### src/rtl/sdiv_pkg.sv
package sdiv_pkg;

   typedef enum logic [1:0] {
      ST_IDLE = 2'd0,
      ST_RUN  = 2'd1,
      ST_FIX  = 2'd2
   } sdiv_state_e;

   // word indices of the register map (byte offset / 4)
   localparam int unsigned IDX_DVD = 0;
   localparam int unsigned IDX_DVS = 1;
   localparam int unsigned IDX_QUO = 2;
   localparam int unsigned IDX_REM = 3;
   localparam int unsigned IDX_STS = 4;

   // status word bit positions
   localparam int unsigned STS_DONE = 0;
   localparam int unsigned STS_ZERO = 1;

endpackage

### src/rtl/sdiv_core.sv
module sdiv_core
   import sdiv_pkg::*;
#(
   parameter int unsigned DW        = 32,
   parameter int unsigned SW        = 16,
   parameter bit          FIX_STAGE = 1'b1
) (
   input  logic          clk,
   input  logic          rst_n,
   input  logic          start_i,
   input  logic [DW-1:0] dvd_i,
   input  logic [SW-1:0] dvs_i,
   output logic          busy_o,
   output logic [DW-1:0] quo_o,
   output logic [DW-1:0] rem_o
);

   localparam int unsigned CW = $clog2(DW);

   sdiv_state_e   state;
   logic [DW-1:0] q_work;
   logic [SW-1:0] r_work;
   logic [SW-1:0] d_mag;
   logic          neg_q;
   logic          neg_r;
   logic [CW-1:0] cnt;

   // operand conditioning
   logic          dvd_neg, dvs_neg, dvs_zero;
   logic [DW-1:0] dvd_mag;
   logic [SW-1:0] dvs_mag;
   logic [DW-1:0] zero_rem;

   always_comb begin
      dvd_neg  = dvd_i[DW-1];
      dvs_neg  = dvs_i[SW-1];
      dvs_zero = (dvs_i == '0);
      dvd_mag  = dvd_neg ? (DW'(0) - dvd_i) : dvd_i;
      dvs_mag  = dvs_neg ? (SW'(0) - dvs_i) : dvs_i;
      zero_rem = {{(DW-SW){dvd_i[SW-1]}}, dvd_i[SW-1:0]};
   end

   // one restoring step
   logic [SW:0]   r_sh;
   logic [SW-1:0] r_try;
   logic          take;
   logic [SW-1:0] r_nx;
   logic [DW-1:0] q_nx;

   always_comb begin
      r_sh  = {r_work, q_work[DW-1]};
      take  = (r_sh >= {1'b0, d_mag});
      r_try = r_sh[SW-1:0] - d_mag;
      r_nx  = take ? r_try : r_sh[SW-1:0];
      q_nx  = {q_work[DW-2:0], take};
   end

   // choose where sign correction happens
   logic [DW-1:0] fin_q;
   logic [SW-1:0] fin_r;
   logic          fin_now;

   generate
      if (FIX_STAGE) begin : g_fix_reg
         always_comb begin
            fin_q   = q_work;
            fin_r   = r_work;
            fin_now = (state == ST_FIX);
         end
      end else begin : g_fix_comb
         always_comb begin
            fin_q   = q_nx;
            fin_r   = r_nx;
            fin_now = (state == ST_RUN) && (cnt == '0);
         end
      end
   endgenerate

   logic [DW-1:0] quo_fix;
   logic [SW-1:0] rem_s;
   logic [DW-1:0] rem_fix;

   always_comb begin
      quo_fix = neg_q ? (DW'(0) - fin_q) : fin_q;
      rem_s   = neg_r ? (SW'(0) - fin_r) : fin_r;
      rem_fix = {{(DW-SW){rem_s[SW-1]}}, rem_s};
   end

   always_ff @(posedge clk) begin
      if (!rst_n) begin
         state  <= ST_IDLE;
         q_work <= '0;
         r_work <= '0;
         d_mag  <= '0;
         neg_q  <= 1'b0;
         neg_r  <= 1'b0;
         cnt    <= '0;
         quo_o  <= '0;
         rem_o  <= '0;
      end else if (start_i) begin
         if (dvs_zero) begin
            state <= ST_IDLE;
            quo_o <= '1;
            rem_o <= zero_rem;
         end else begin
            state  <= ST_RUN;
            q_work <= dvd_mag;
            r_work <= '0;
            d_mag  <= dvs_mag;
            neg_q  <= dvd_neg ^ dvs_neg;
            neg_r  <= dvd_neg;
            cnt    <= CW'(DW-1);
         end
      end else begin
         case (state)
            ST_RUN: begin
               q_work <= q_nx;
               r_work <= r_nx;
               cnt    <= cnt - 1'b1;
               if (cnt == '0) state <= FIX_STAGE ? ST_FIX : ST_IDLE;
            end
            ST_FIX:  state <= ST_IDLE;
            default: state <= ST_IDLE;
         endcase
         if (fin_now) begin
            quo_o <= quo_fix;
            rem_o <= rem_fix;
         end
      end
   end

   assign busy_o = (state != ST_IDLE);

   // checks
   logic [SW-1:0] rem_abs;
   assign rem_abs = rem_o[SW-1] ? (SW'(0) - rem_o[SW-1:0]) : rem_o[SW-1:0];


   start_busy_chk: assert property (@(posedge clk) disable iff (!rst_n)
      (start_i && dvs_i != '0) |=> busy_o);


   zero_div_chk: assert property (@(posedge clk) disable iff (!rst_n)
      (start_i && dvs_i == '0) |=> (!busy_o && quo_o == '1));


   hold_result_chk: assert property (@(posedge clk) disable iff (!rst_n)
      (busy_o && !start_i) |=> (!busy_o || ($stable(quo_o) && $stable(rem_o))));


   rem_bound_chk: assert property (@(posedge clk) disable iff (!rst_n)
      ($fell(busy_o) && !$past(start_i)) |-> (rem_abs < d_mag));


   rem_sign_chk: assert property (@(posedge clk) disable iff (!rst_n)
      ($fell(busy_o) && !$past(start_i) && rem_o != '0) |-> (rem_o[DW-1] == neg_r));

endmodule

### src/rtl/sdiv_regs.sv
module sdiv_regs
   import sdiv_pkg::*;
#(
   parameter int unsigned DW = 32,
   parameter int unsigned SW = 16,
   parameter int unsigned AW = 5
) (
   input  logic          clk,
   input  logic          rst_n,
   input  logic          wr_en_i,
   input  logic [AW-1:0] addr_i,
   input  logic [DW-1:0] wr_data_i,
   output logic [DW-1:0] rd_data_o,
   input  logic [DW-1:0] quo_i,
   input  logic [DW-1:0] rem_i,
   input  logic          busy_i,
   output logic          start_o,
   output logic [DW-1:0] dvd_o,
   output logic [SW-1:0] dvs_o
);

   localparam int unsigned IW = AW - 2;

   logic [IW-1:0] idx;
   logic          aligned;
   logic          hit_dvd, hit_dvs, hit_quo, hit_rem, hit_sts;

   always_comb begin
      idx     = addr_i[AW-1:2];
      aligned = (addr_i[1:0] == 2'b00);
      hit_dvd = aligned && (idx == IW'(IDX_DVD));
      hit_dvs = aligned && (idx == IW'(IDX_DVS));
      hit_quo = aligned && (idx == IW'(IDX_QUO));
      hit_rem = aligned && (idx == IW'(IDX_REM));
      hit_sts = aligned && (idx == IW'(IDX_STS));
   end

   logic [DW-1:0] dvd_q;
   logic [SW-1:0] dvs_q;
   logic          zero_q;

   always_ff @(posedge clk) begin
      if (!rst_n) begin
         dvd_q  <= '0;
         dvs_q  <= '0;
         zero_q <= 1'b0;
      end else if (wr_en_i) begin
         if (hit_dvd) dvd_q <= wr_data_i;
         if (hit_dvs) begin
            dvs_q  <= wr_data_i[SW-1:0];
            zero_q <= (wr_data_i[SW-1:0] == '0);
         end
      end
   end

   assign start_o = wr_en_i && hit_dvs;
   assign dvd_o   = dvd_q;
   assign dvs_o   = wr_data_i[SW-1:0];

   logic [DW-1:0] sts_word;
   always_comb begin
      sts_word           = '0;
      sts_word[STS_DONE] = ~busy_i;
      sts_word[STS_ZERO] = zero_q;
   end

   always_comb begin
      rd_data_o = '0;
      if (hit_dvd) rd_data_o = dvd_q;
      if (hit_dvs) rd_data_o = {{(DW-SW){1'b0}}, dvs_q};
      if (hit_quo) rd_data_o = quo_i;
      if (hit_rem) rd_data_o = rem_i;
      if (hit_sts) rd_data_o = sts_word;
   end


   zero_flag_chk: assert property (@(posedge clk) disable iff (!rst_n)
      start_o |=> (zero_q == ($past(wr_data_i[SW-1:0]) == '0)));


   dvs_keep_chk: assert property (@(posedge clk) disable iff (!rst_n)
      start_o |=> (dvs_q == $past(wr_data_i[SW-1:0])));


   dvd_guard_chk: assert property (@(posedge clk) disable iff (!rst_n)
      !(wr_en_i && hit_dvd) |=> $stable(dvd_q));

endmodule

### src/rtl/sdiv_unit.sv
module sdiv_unit #(
   parameter int unsigned DW        = 32,
   parameter int unsigned SW        = 16,
   parameter int unsigned AW        = 5,
   parameter bit          FIX_STAGE = 1'b1
) (
   input  logic          clk,
   input  logic          rst_n,
   input  logic          wr_en,
   input  logic [AW-1:0] addr,
   input  logic [DW-1:0] wr_data,
   output logic [DW-1:0] rd_data
);

   initial begin
      param_sw_chk: assert (SW >= 2 && SW < DW)
         else $error("divisor width must be in [2, DW-1]");
      param_aw_chk: assert (AW >= 5)
         else $error("address width too small for five words");
   end

   logic          start;
   logic          busy;
   logic [DW-1:0] dvd;
   logic [SW-1:0] dvs;
   logic [DW-1:0] quo;
   logic [DW-1:0] rem;

   sdiv_regs #(
      .DW(DW), .SW(SW), .AW(AW)
   ) u_regs (
      .clk       (clk),
      .rst_n     (rst_n),
      .wr_en_i   (wr_en),
      .addr_i    (addr),
      .wr_data_i (wr_data),
      .rd_data_o (rd_data),
      .quo_i     (quo),
      .rem_i     (rem),
      .busy_i    (busy),
      .start_o   (start),
      .dvd_o     (dvd),
      .dvs_o     (dvs)
   );

   sdiv_core #(
      .DW(DW), .SW(SW), .FIX_STAGE(FIX_STAGE)
   ) u_core (
      .clk     (clk),
      .rst_n   (rst_n),
      .start_i (start),
      .dvd_i   (dvd),
      .dvs_i   (dvs),
      .busy_o  (busy),
      .quo_o   (quo),
      .rem_o   (rem)
   );

endmodule

### config.mk
export PLATFORM = sky130hd
export DESIGN_NAME = sdiv_unit
export DESIGN_NICKNAME = d
export VERILOG_FILES = /design/src/rtl/sdiv_pkg.sv /design/src/rtl/sdiv_core.sv /design/src/rtl/sdiv_regs.sv /design/src/rtl/sdiv_unit.sv
export SDC_FILE = /design/constraint.sdc
export NUM_CORES = 1
export LEC_CHECK = 0
export BUFFER_PORTS_ARGS = -buffer_cell sky130_fd_sc_hd__buf_2
export CAP_MARGIN = 20
export CELL_PAD_IN_SITES_DETAIL_PLACEMENT = 1
export CELL_PAD_IN_SITES_GLOBAL_PLACEMENT = 1
export CORE_UTILIZATION = 41
export DETAILED_ROUTE_END_ITERATION = 6
export GPL_ROUTABILITY_DRIVEN = 0
export PLACE_DENSITY = 0.88
export SYNTH_ARGS = -nofsm -noshare
export SYNTH_HDL_FRONTEND = slang
export SYNTH_SLANG_ARGS = --single-unit
### constraint.sdc
create_clock -name clk -period 2.9 [get_ports clk]
set_input_delay 0.435 -clock clk [delete_from_list [all_inputs] [get_ports clk]]
set_output_delay 0.435 -clock clk [all_outputs]
set_load 0.02 [all_outputs]
==> results of run 1 <==
## final cells by class
class / count / area (sq um)
Fill cell: 2917 / 12100
Tap cell: 319 / 399
Multi-Input combinational cell: 956 / 6080
Clock inverter: 13 / 119
Timing Repair Buffer: 148 / 961
Inverter: 35 / 131
Clock buffer: 18 / 439
Sequential cell: 170 / 3400
## power by group
group | internal, mW | switching [mW]
combinational | 0.150 | 0.263
sequential | 2.35 | 0.0120
clock | 1.21 | 1.03
## placed cells by master, fill, tap and decap left out, drive strengths merged, types with 12 or more instances in the layout
| cell type | Yosys | layout |
|---|---|---|
| and3 | 14 | 14 |
| xnor2 | 45 | 45 |
| clkbuf | 88 | 18 |
| o41ai | 12 | 12 |
| buf | 13 | 148 |
| a21boi | 67 | 67 |
| nand3 | 21 | 21 |
| mux2i | 14 | 14 |
| a21oi | 81 | 81 |
| inv | 34 | 38 |
| nor2 | 56 | 56 |
| nor3 | 22 | 22 |
| a211oi | 15 | 15 |
| o31ai | 25 | 25 |
| a221o | 31 | 31 |
| xor2 | 58 | 58 |
| o21ai | 86 | 86 |
| ha | 22 | 22 |
| nor2b | 16 | 16 |
| a31oi | 16 | 16 |
| or4 | 13 | 13 |
| dfxtp | 170 | 170 |
| nand2 | 213 | 213 |
| o211ai | 18 | 18 |
## worst max path at each step
stage / to / slack (ps)
floorplan: u_core.fin_q[29]$_SDFFE_PN0P_ / 100
finish: u_core.fin_q[27]$_SDFFE_PN0P_ / 70
detailed placement: u_core.fin_q[5]$_SDFFE_PN0P_ / -0.3
global route: u_core.fin_q[27]$_SDFFE_PN0P_ / 10
CTS: u_core.fin_q[28]$_SDFFE_PN0P_ / 30
global placement: u_core.fin_q[25]$_SDFFE_PN0P_ / 120
## registers in the layout, indices dropped and copies added (netlist names)
| name | flops |
|---|---|
| u_regs.zero_q | 1 |
| u_core.d_mag | 16 |
| u_core.fin_r | 16 |
| u_core.neg_r | 1 |
| u_regs.dvd_o | 32 |
| u_core.neg_q | 1 |
| u_core.fin_q | 32 |
| u_core.rem_o | 16 |
| u_core.cnt | 5 |
| u_regs.dvs_q | 16 |
| u_core.state | 2 |
| u_core.quo_o | 32 |
## layer usage
metal	GRT usage	vias to the layer above	part of all wire
li1	-	4665	-
met1	0.415	5174	0.43
met2	0.500	436	0.46
met3	0.0586	108	0.076
met4	0.114	2	0.031
met5	0	-	0.00034
## worst max-delay path: cells and delay by family, from the launching register on
kind                   cells  cell delay [ps]
multiplexers               1               90
XOR/XNOR                   1              150
buffers and inverters      1              180
flip-flops                 1              310
AND/OR/NAND/NOR            3             1660
AO/OA/AOI/OAI              2              360
## metrics by stage
stage | total power [mW] | std cells | setup TNS, ps | cell area (sq um)
6_report | 5.01 | 1659 | 0 | 11500
5_1_grt | 5.13 | 1659 | 0 | 11500
4_1_cts | 5.01 | 1659 | 0 | 11500
3_5_place_dp | 2.80 | 1628 | -0.278 | 11000
3_3_place_gp | 2.79 | 1628 | 0 | 11000
2_1_floorplan | 2.65 | 1262 | 0 | 9970
## cells by family after synthesis
group,share of synthesized area
XOR/XNOR,0.0905
AO/OA/AOI/OAI,0.284
buffers and inverters,0.0530
adder cells (fa/ha/maj),0.0296
flip-flops,0.341
multiplexers,0.0141
AND/OR/NAND/NOR,0.187
==> Implementation_results.wiki, run 1 <==
{| class="wikitable"
! Metric !! Value
|-
| Run status || complete, no violations
|-
| Max stage delay cell, worst path || sky130_fd_sc_hd__or4_4
|-
| Syn-to-layout area delta || 15.7%
|-
| Count of synthesis-stage warnings from yosys || 0
|-
| Leading post-synthesis cells by cell area || sky130_fd_sc_hd__dfxtp_1 34%, sky130_fd_sc_hd__nand2_1 8.0%, sky130_fd_sc_hd__xor2_1 5.1%
|-
| Worst-case register-to-register setup slack || 70 ps
|-
| Number of optimization iterations in the first detailed-route pass || 5
|-
| Overall routed net length || 38200 um
|-
| Start point of the critical path || u_regs.dvd_o[7]$_SDFFE_PN0P_
|-
| Maximum number of pins on one net before global-route repair || 77
|-
| Power Dens Cells || 434 nW/um^2
|-
| CTS sink cnt || 170
|-
| H-tree Lvls || 4
|-
| Fmax || 0.353 GHz
|-
| Leading cell types by count after synthesis || 213 x sky130_fd_sc_hd__nand2_1, 170 x sky130_fd_sc_hd__dfxtp_1, 87 x sky130_fd_sc_hd__clkbuf_1
|-
| Final cycle utilization of the critical path || 0.976
|-
| Synth Register Bits || 170
|-
| Peak ir drop on the vdd network || 292 uV
|-
| Total global routing overflow || 0
|-
| Row count || 56
|-
| Critical path peak fanout || 4
|-
| Gate count of the mapped netlist || 1262
|-
| Worst setup slack after placement || -0.278 ps
|-
| Top_reg_cell synth || sky130_fd_sc_hd__dfxtp_1
|-
| Share of layout cells above drive strength 1 || 0.154
|-
| Cells on worst reg2reg path || 8
|-
| Origin of the critical flop-to-flop path || u_regs.dvd_o[7]$_SDFFE_PN0P_
|-
| Width of the die || 158 um
|-
| Worst Setup End Kind || flop
|-
| Hold endpoint || u_regs.dvd_o[19]$_SDFFE_PN0P_
|-
| Initial detailed-routing violation count || 1123
|-
| WL/cell || 23.0 um
|-
| First-pass GRT wire length || 58800 um
|-
| Total CTS buffers || 17
|-
| WP data required || 3270 ps
|-
| Fraction of synthesized cell area taken by the top area cell type || 0.341
|-
| Sequential cell area fraction in the yosys report || 0.341
|-
| Clock input transition at the sequential cells of the worst setup and hold paths || 70 ps
|-
| Leading area contributor after synthesis || sky130_fd_sc_hd__dfxtp_1
|-
| Starting density of the core || 0.421
|-
| Number of antenna violations at the first check in global routing || 1
|-
| Clock Latency Late Sink || 440 ps
|-
| Final net count || 1391
|-
| CP Launch Type || flop
|-
| Hold Path Depth || 3
|-
| Max-slew headroom at the worst pin || 0.338
|-
| Most used standard cell by instance count after synthesis || sky130_fd_sc_hd__nand2_1
|-
| Type of the worst setup path || reg -> reg
|-
| Number of buffers inserted by hold repair at cts || 0
|-
| Slew of the pin with the lowest slew margin || 989 ps
|-
| Crit-path max cell delay || 560 ps
|-
| Setup repair after global routing missed its margin || false
|-
| Cell chosen for the clock root || sky130_fd_sc_hd__clkbuf_16
|-
| Number of setup buffers added after CTS || 0
|-
| Destination of the worst register-to-register timing path || u_core.fin_q[27]$_SDFFE_PN0P_
|-
| Nets in the synthesized netlist || 1325
|-
| Clock tree from TritonCTS || yes
|-
| Startpoint of the lowest-slack hold path || wr_data[19]
|-
| Minimum setup slack in the final design || 69.9 ps
|-
| Final critical delay including setup and external delays || 2830 ps
|-
| Average cell area after synthesis || 7.90 sq um
|-
| I/O pins || 72
|-
| Worst clock skew || 8.61 ps
|-
| Via count of the first global-routing pass || 10300
|-
| Placed wire-length estimate || 27500 um
|-
| Die area || 24900 sq um
|-
| Total global routing track utilization || 0.312
|-
| Total count of max-transition violations in the final report || 0
|-
| Total count of hold-check failures in the final report || 0
|-
| Core region area || 23700 sq um
|-
| Asr flop ratio synth || 0
|-
| Post-synth EDFFs || 0
|-
| Quantity of I/O buffers inserted on ports || 71
|-
| Max-cap check violation count || 0
|-
| Worst min-delay path class || in -> reg
|-
| Post-Synthesis Cell Area || 9970 sq um
|-
| Hold_ws || 244 ps
|-
| Setup Viol. Count Final || 0
|-
| Post-DR vias/cell || 6.26
|-
| Number of nets still failing antenna checks after routing || 0
|-
| Die height || 158 um
|-
| Number of buffers on the longest clock path || 2
|-
| Static Leakage || 4.64 nW
|-
| Critical Path, Cell by Cell || or4_4 > or4b_4 > or4_4 > buf_4 > o21ai_0 > xnor2_1 > mux2i_1 > o21ai_0
|-
| Signal arrival time at the worst endpoint || 3200 ps
|-
| Number of instances resized during post-cts repair || 1
|-
| Utilization after layout || 0.487
|-
| Number of antenna diodes || 0
|-
| Cell variety after synth || 65
|-
| DR DRC count || 0
|-
| Via count || 10400
|}
No activity file was read; power rests on OpenSTA's default activity.
==> inputs of run 2 (changes only) <==
--- a/config.mk
+++ b/config.mk
@@ -5,14 +5,15 @@
 export SDC_FILE = /design/constraint.sdc
 export NUM_CORES = 1
 export LEC_CHECK = 0
+export ABC_AREA = 1
 export BUFFER_PORTS_ARGS = -buffer_cell sky130_fd_sc_hd__buf_2
 export CAP_MARGIN = 20
 export CELL_PAD_IN_SITES_DETAIL_PLACEMENT = 1
 export CELL_PAD_IN_SITES_GLOBAL_PLACEMENT = 1
-export CORE_UTILIZATION = 41
+export CORE_UTILIZATION = 39
 export DETAILED_ROUTE_END_ITERATION = 6
 export GPL_ROUTABILITY_DRIVEN = 0
-export PLACE_DENSITY = 0.88
+export PLACE_DENSITY = 0.89
 export SYNTH_ARGS = -nofsm -noshare
 export SYNTH_HDL_FRONTEND = slang
 export SYNTH_SLANG_ARGS = --single-unit
==> run 2 against run 1 <==
  * Critical path depth increased by 1
  * Non-clock buffer count decreased by 47
  * Clock power increased by 11%
  * Cell count rose by 31%
  * Design area increased by 6.2%
  * Critical endpoint is now rd_data[4]
  * Fmax up 3.8%
  * Via count increased by 21%
  * Largest power group is now the clock network
  * Synthesized cell count increased by 38%
  * Hold slack improved by 27 ps
  * Highest routed layer unchanged
  * Wire length increased by 15%
  * Critical path type is now in -> out
==> Implementation_results.wiki, run 2 <==
{| class="wikitable"
! Metric !! Value
|-
| Cell variety after synth || 45 (-31%)
|-
| Core region area || 27200 sq um (+15%)
|-
| WL/cell || 20.3 um (-12%)
|-
| Final net count || 1844 (+33%)
|-
| Power Dens Cells || 446 nW/um^2 (+2.6%)
|-
| Type of the worst setup path || in -> out
|-
| Top_reg_cell synth || sky130_fd_sc_hd__dfxtp_1
|-
| Crit path capture || rd_data[4]
|-
| CP Launch Type || input port
|-
| Worst-case register-to-register setup slack || 310 ps (+240 ps)
|-
| Path length in cells of the critical path || 9 (+1)
|-
| Max-slew headroom at the worst pin || 0.404 (+0.0659)
|-
| Number of antenna violations at the first check in global routing || 1 (unchanged)
|-
| Max-cap check violation count || 0 (unchanged)
|-
| Leading area contributor after synthesis || sky130_fd_sc_hd__dfxtp_1
|-
| Syn-to-layout area delta || 12.4%
|-
| Starting density of the core || 0.401 (-0.0195)
|-
| Initial detailed-routing violation count || 1295 (+15%)
|-
| Fraction of synthesized cell area taken by the top area cell type || 0.312 (-0.0294)
|-
| Static Leakage || 5.66 nW (+22%)
|-
| Maximum number of pins on one net before global-route repair || 71 (-7.8%)
|-
| Post-DR vias/cell || 5.81 (-7.2%)
|-
| Via count || 12600 (+21%)
|-
| Worst Setup End Kind || output pin
|-
| Die height || 169 um (+7.2%)
|-
| Number of nets still failing antenna checks after routing || 0 (unchanged)
|-
| Total count of max-transition violations in the final report || 0 (unchanged)
|-
| Clock input transition at the sequential cells of the worst setup and hold paths || 70 ps (about the same)
|-
| Fmax || 0.367 GHz (+3.8%)
|-
| Gate count of the mapped netlist || 1743 (+38%)
|-
| Final cycle utilization of the critical path || 0.941 (-0.0354)
|-
| Die area || 28600 sq um (+15%)
|-
| H-tree Lvls || 4 (unchanged)
|-
| Number of instances resized during post-cts repair || 0 (-1)
|-
| Crit-path max cell delay || 550 ps (about the same)
|-
| Total count of hold-check failures in the final report || 0 (unchanged)
|-
| Number of buffers inserted by hold repair at cts || 0 (unchanged)
|-
| Clock tree from TritonCTS || yes
|-
| Buffering stage count on the worst path with inverters included || 4 (+3)
|-
| Origin of the critical flop-to-flop path || u_core.fin_r[11]$_SDFFE_PN0P_
|-
| Start point of the critical path || addr[1]
|-
| Hold Path Depth || 3 (unchanged)
|-
| Count of synthesis-stage warnings from yosys || 0 (unchanged)
|-
| Final total negative setup slack || 0 ps (unchanged)
|-
| Width of the die || 169 um (+7.2%)
|-
| Run status || complete, no violations
|-
| Via count of the first global-routing pass || 12300 (+19%)
|-
| Critical Path, Cell by Cell || buf_2 > nor2_2 > nand4_2 > inv_1 > a22oi_1 > o211ai_1 > o21ai_0 > inv_1 > buf_2
|-
| Most common library cell in the layout ignoring fill and taps || sky130_fd_sc_hd__nand2_1
|-
| Number of buffers on the longest clock path || 2 (unchanged)
|-
| Share of layout cells above drive strength 1 || 0.0981 (-0.0564)
|-
| Total global routing track utilization || 0.307 (-0.00460)
|-
| Leading post-synthesis cells by cell area || sky130_fd_sc_hd__dfxtp_1 31%, sky130_fd_sc_hd__nand2_1 14%, sky130_fd_sc_hd__nand3_1 7.7%
|-
| Nets in the synthesized netlist || 1806 (+36%)
|-
| Cell chosen for the clock root || sky130_fd_sc_hd__clkbuf_16
|-
| Commonest cells after routing, fill and taps aside || 405 x sky130_fd_sc_hd__nand2_1, 212 x sky130_fd_sc_hd__inv_1, 176 x sky130_fd_sc_hd__nor2_1
|-
| Clock Latency Late Sink || 450 ps (about the same)
|-
| Synth Register Bits || 170 (unchanged)
|-
| Number of optimization iterations in the first detailed-route pass || 5 (unchanged)
|-
| CTS sink cnt || 170 (unchanged)
|-
| Destination of the worst register-to-register timing path || u_core.fin_r[2]$_SDFFE_PN0P_
|-
| Row count || 60 (+7.1%)
|-
| Placed wire-length estimate || 31700 um (+16%)
|-
| Most used standard cell by instance count after synthesis || sky130_fd_sc_hd__nand2_1
|-
| Slew of the pin with the lowest slew margin || 892 ps (-96.2 ps)
|-
| Total global routing overflow || 0 (unchanged)
|-
| Signal arrival time at the worst endpoint || 2290 ps (-910 ps)
|-
| Post-synth EDFFs || 0 (unchanged)
|-
| Number of setup buffers added after CTS || 0 (unchanged)
|-
| Peak ir drop on the vdd network || 339 uV (+16%)
|-
| Setup Viol. Count Final || 0 (unchanged)
|-
| WP data required || 2470 ps (-800 ps)
|-
| Worst min-delay path class || in -> reg
|-
| Crit path max-delay family || buffers and inverters
|-
| I/O pins || 72 (unchanged)
|-
| First-pass GRT wire length || 68600 um (+17%)
|-
| Cells on worst reg2reg path || 12 (+4)
|-
| Leading cell types by count after synthesis || 405 x sky130_fd_sc_hd__nand2_1, 212 x sky130_fd_sc_hd__inv_1, 177 x sky130_fd_sc_hd__nor2_1
|-
| Post-Synthesis Cell Area || 10900 sq um (+9.4%)
|-
| Overall routed net length || 43900 um (+15%)
|-
| Setup repair after global routing missed its margin || false
|-
| Total CTS buffers || 17 (unchanged)
|-
| Utilization after layout || 0.451 (-0.0362)
|-
| Worst clock skew || 13.1 ps (+4.54 ps)
|-
| Max stage delay cell, worst path || sky130_fd_sc_hd__inv_1
|-
| Quantity of I/O buffers inserted on ports || 71 (unchanged)
|-
| DR DRC count || 0 (unchanged)
|-
| Asr flop ratio synth || 0 (unchanged)
|-
| Average cell area after synthesis || 6.26 sq um (-21%)
|-
| Number of antenna diodes || 0 (unchanged)
|-
| Final critical delay including setup and external delays || 2730 ps (-103 ps)
|-
| Critical path peak fanout || 15 (+11)
|-
| Sequential cell area fraction in the yosys report || 0.312 (-0.0294)
|}
## run 2: cell types whose count changed after synthesis, moves of 67 or more
cell / before / now
sky130_fd_sc_hd__nand3_1: 21 / 167
sky130_fd_sc_hd__nand2_1: 213 / 405
sky130_fd_sc_hd__a21boi_0: 67 / 0
sky130_fd_sc_hd__a21oi_1: 81 / 149
sky130_fd_sc_hd__nor2_1: 56 / 177
sky130_fd_sc_hd__o21ai_0: 86 / 158
sky130_fd_sc_hd__inv_1: 34 / 212
## run 2: layout make-up
cell class                      instances  area (sq um)
Clock buffer                           20           457
Timing Repair Buffer                  101           656
Tap cell                              372           465
Multi-Input combinational cell       1268          6270
Fill cell                            3724         14900
Sequential cell                       170          3400
Clock inverter                         12           161
Inverter                              223           837
## run 2: tightest hold or removal path, cell delays in order
cell and delay, ps:
sky130_fd_sc_hd__buf_2 70, sky130_fd_sc_hd__o21ai_0 70, sky130_fd_sc_hd__a21oi_1 100
## run 2: layer usage
metal	track usage	wire length (um)
met1	0.409	19100
met2	0.481	19600
met3	0.0560	3440
met4	0.145	1780
met5	0	13
## run 2: logic make-up (layout without fill, tap and decap cells)
logic type               Yosys count  count (layout)  share of synthesized area
AO/OA/AOI/OAI                    398             398                      0.201
adder cells (fa/ha/maj)           23              23                     0.0271
buffers and inverters            305             356                      0.114
flip-flops                       170             170                      0.312
XOR/XNOR                          31              31                     0.0249
AND/OR/NAND/NOR                  816             816                      0.321
## run 2: how the worst min path moves through the flow
stage                                       startpoint                            end
final                                      wr_data[27]  u_regs.dvd_o[27]$_SDFFE_PN0P_
after global routing                       wr_data[27]  u_regs.dvd_o[27]$_SDFFE_PN0P_
after CTS                                  wr_data[27]  u_regs.dvd_o[27]$_SDFFE_PN0P_
after detailed placement  u_core.rem_o[3]$_SDFFE_PN0P_   u_core.rem_o[3]$_SDFFE_PN0P_
after global placement      u_core.cnt[4]$_SDFFE_PN0P_     u_core.cnt[4]$_SDFFE_PN0P_
after floorplan           u_regs.dvs_q[0]$_SDFFE_PN0P_   u_regs.dvs_q[0]$_SDFFE_PN0P_
## run 2: power by group
part | switching (mW) | internal (mW) | total [mW]
combinational | 0.416 | 0.176 | 0.593
clock | 1.07 | 1.41 | 2.49
sequential | 0.0250 | 2.35 | 2.38
## run 2: metrics by stage
stage	power, mW	hold slack (ps)	setup slack (ps)	instances	instance area (sq um)
floorplan	2.81	430	854	1743	10900
global placement	2.97	451	315	2134	11600
detailed placement	3.00	459	309	2134	11600
CTS	5.44	274	307	2166	12300
global route	5.59	290	79.4	2166	12300
finish	5.46	270	173	2166	12300
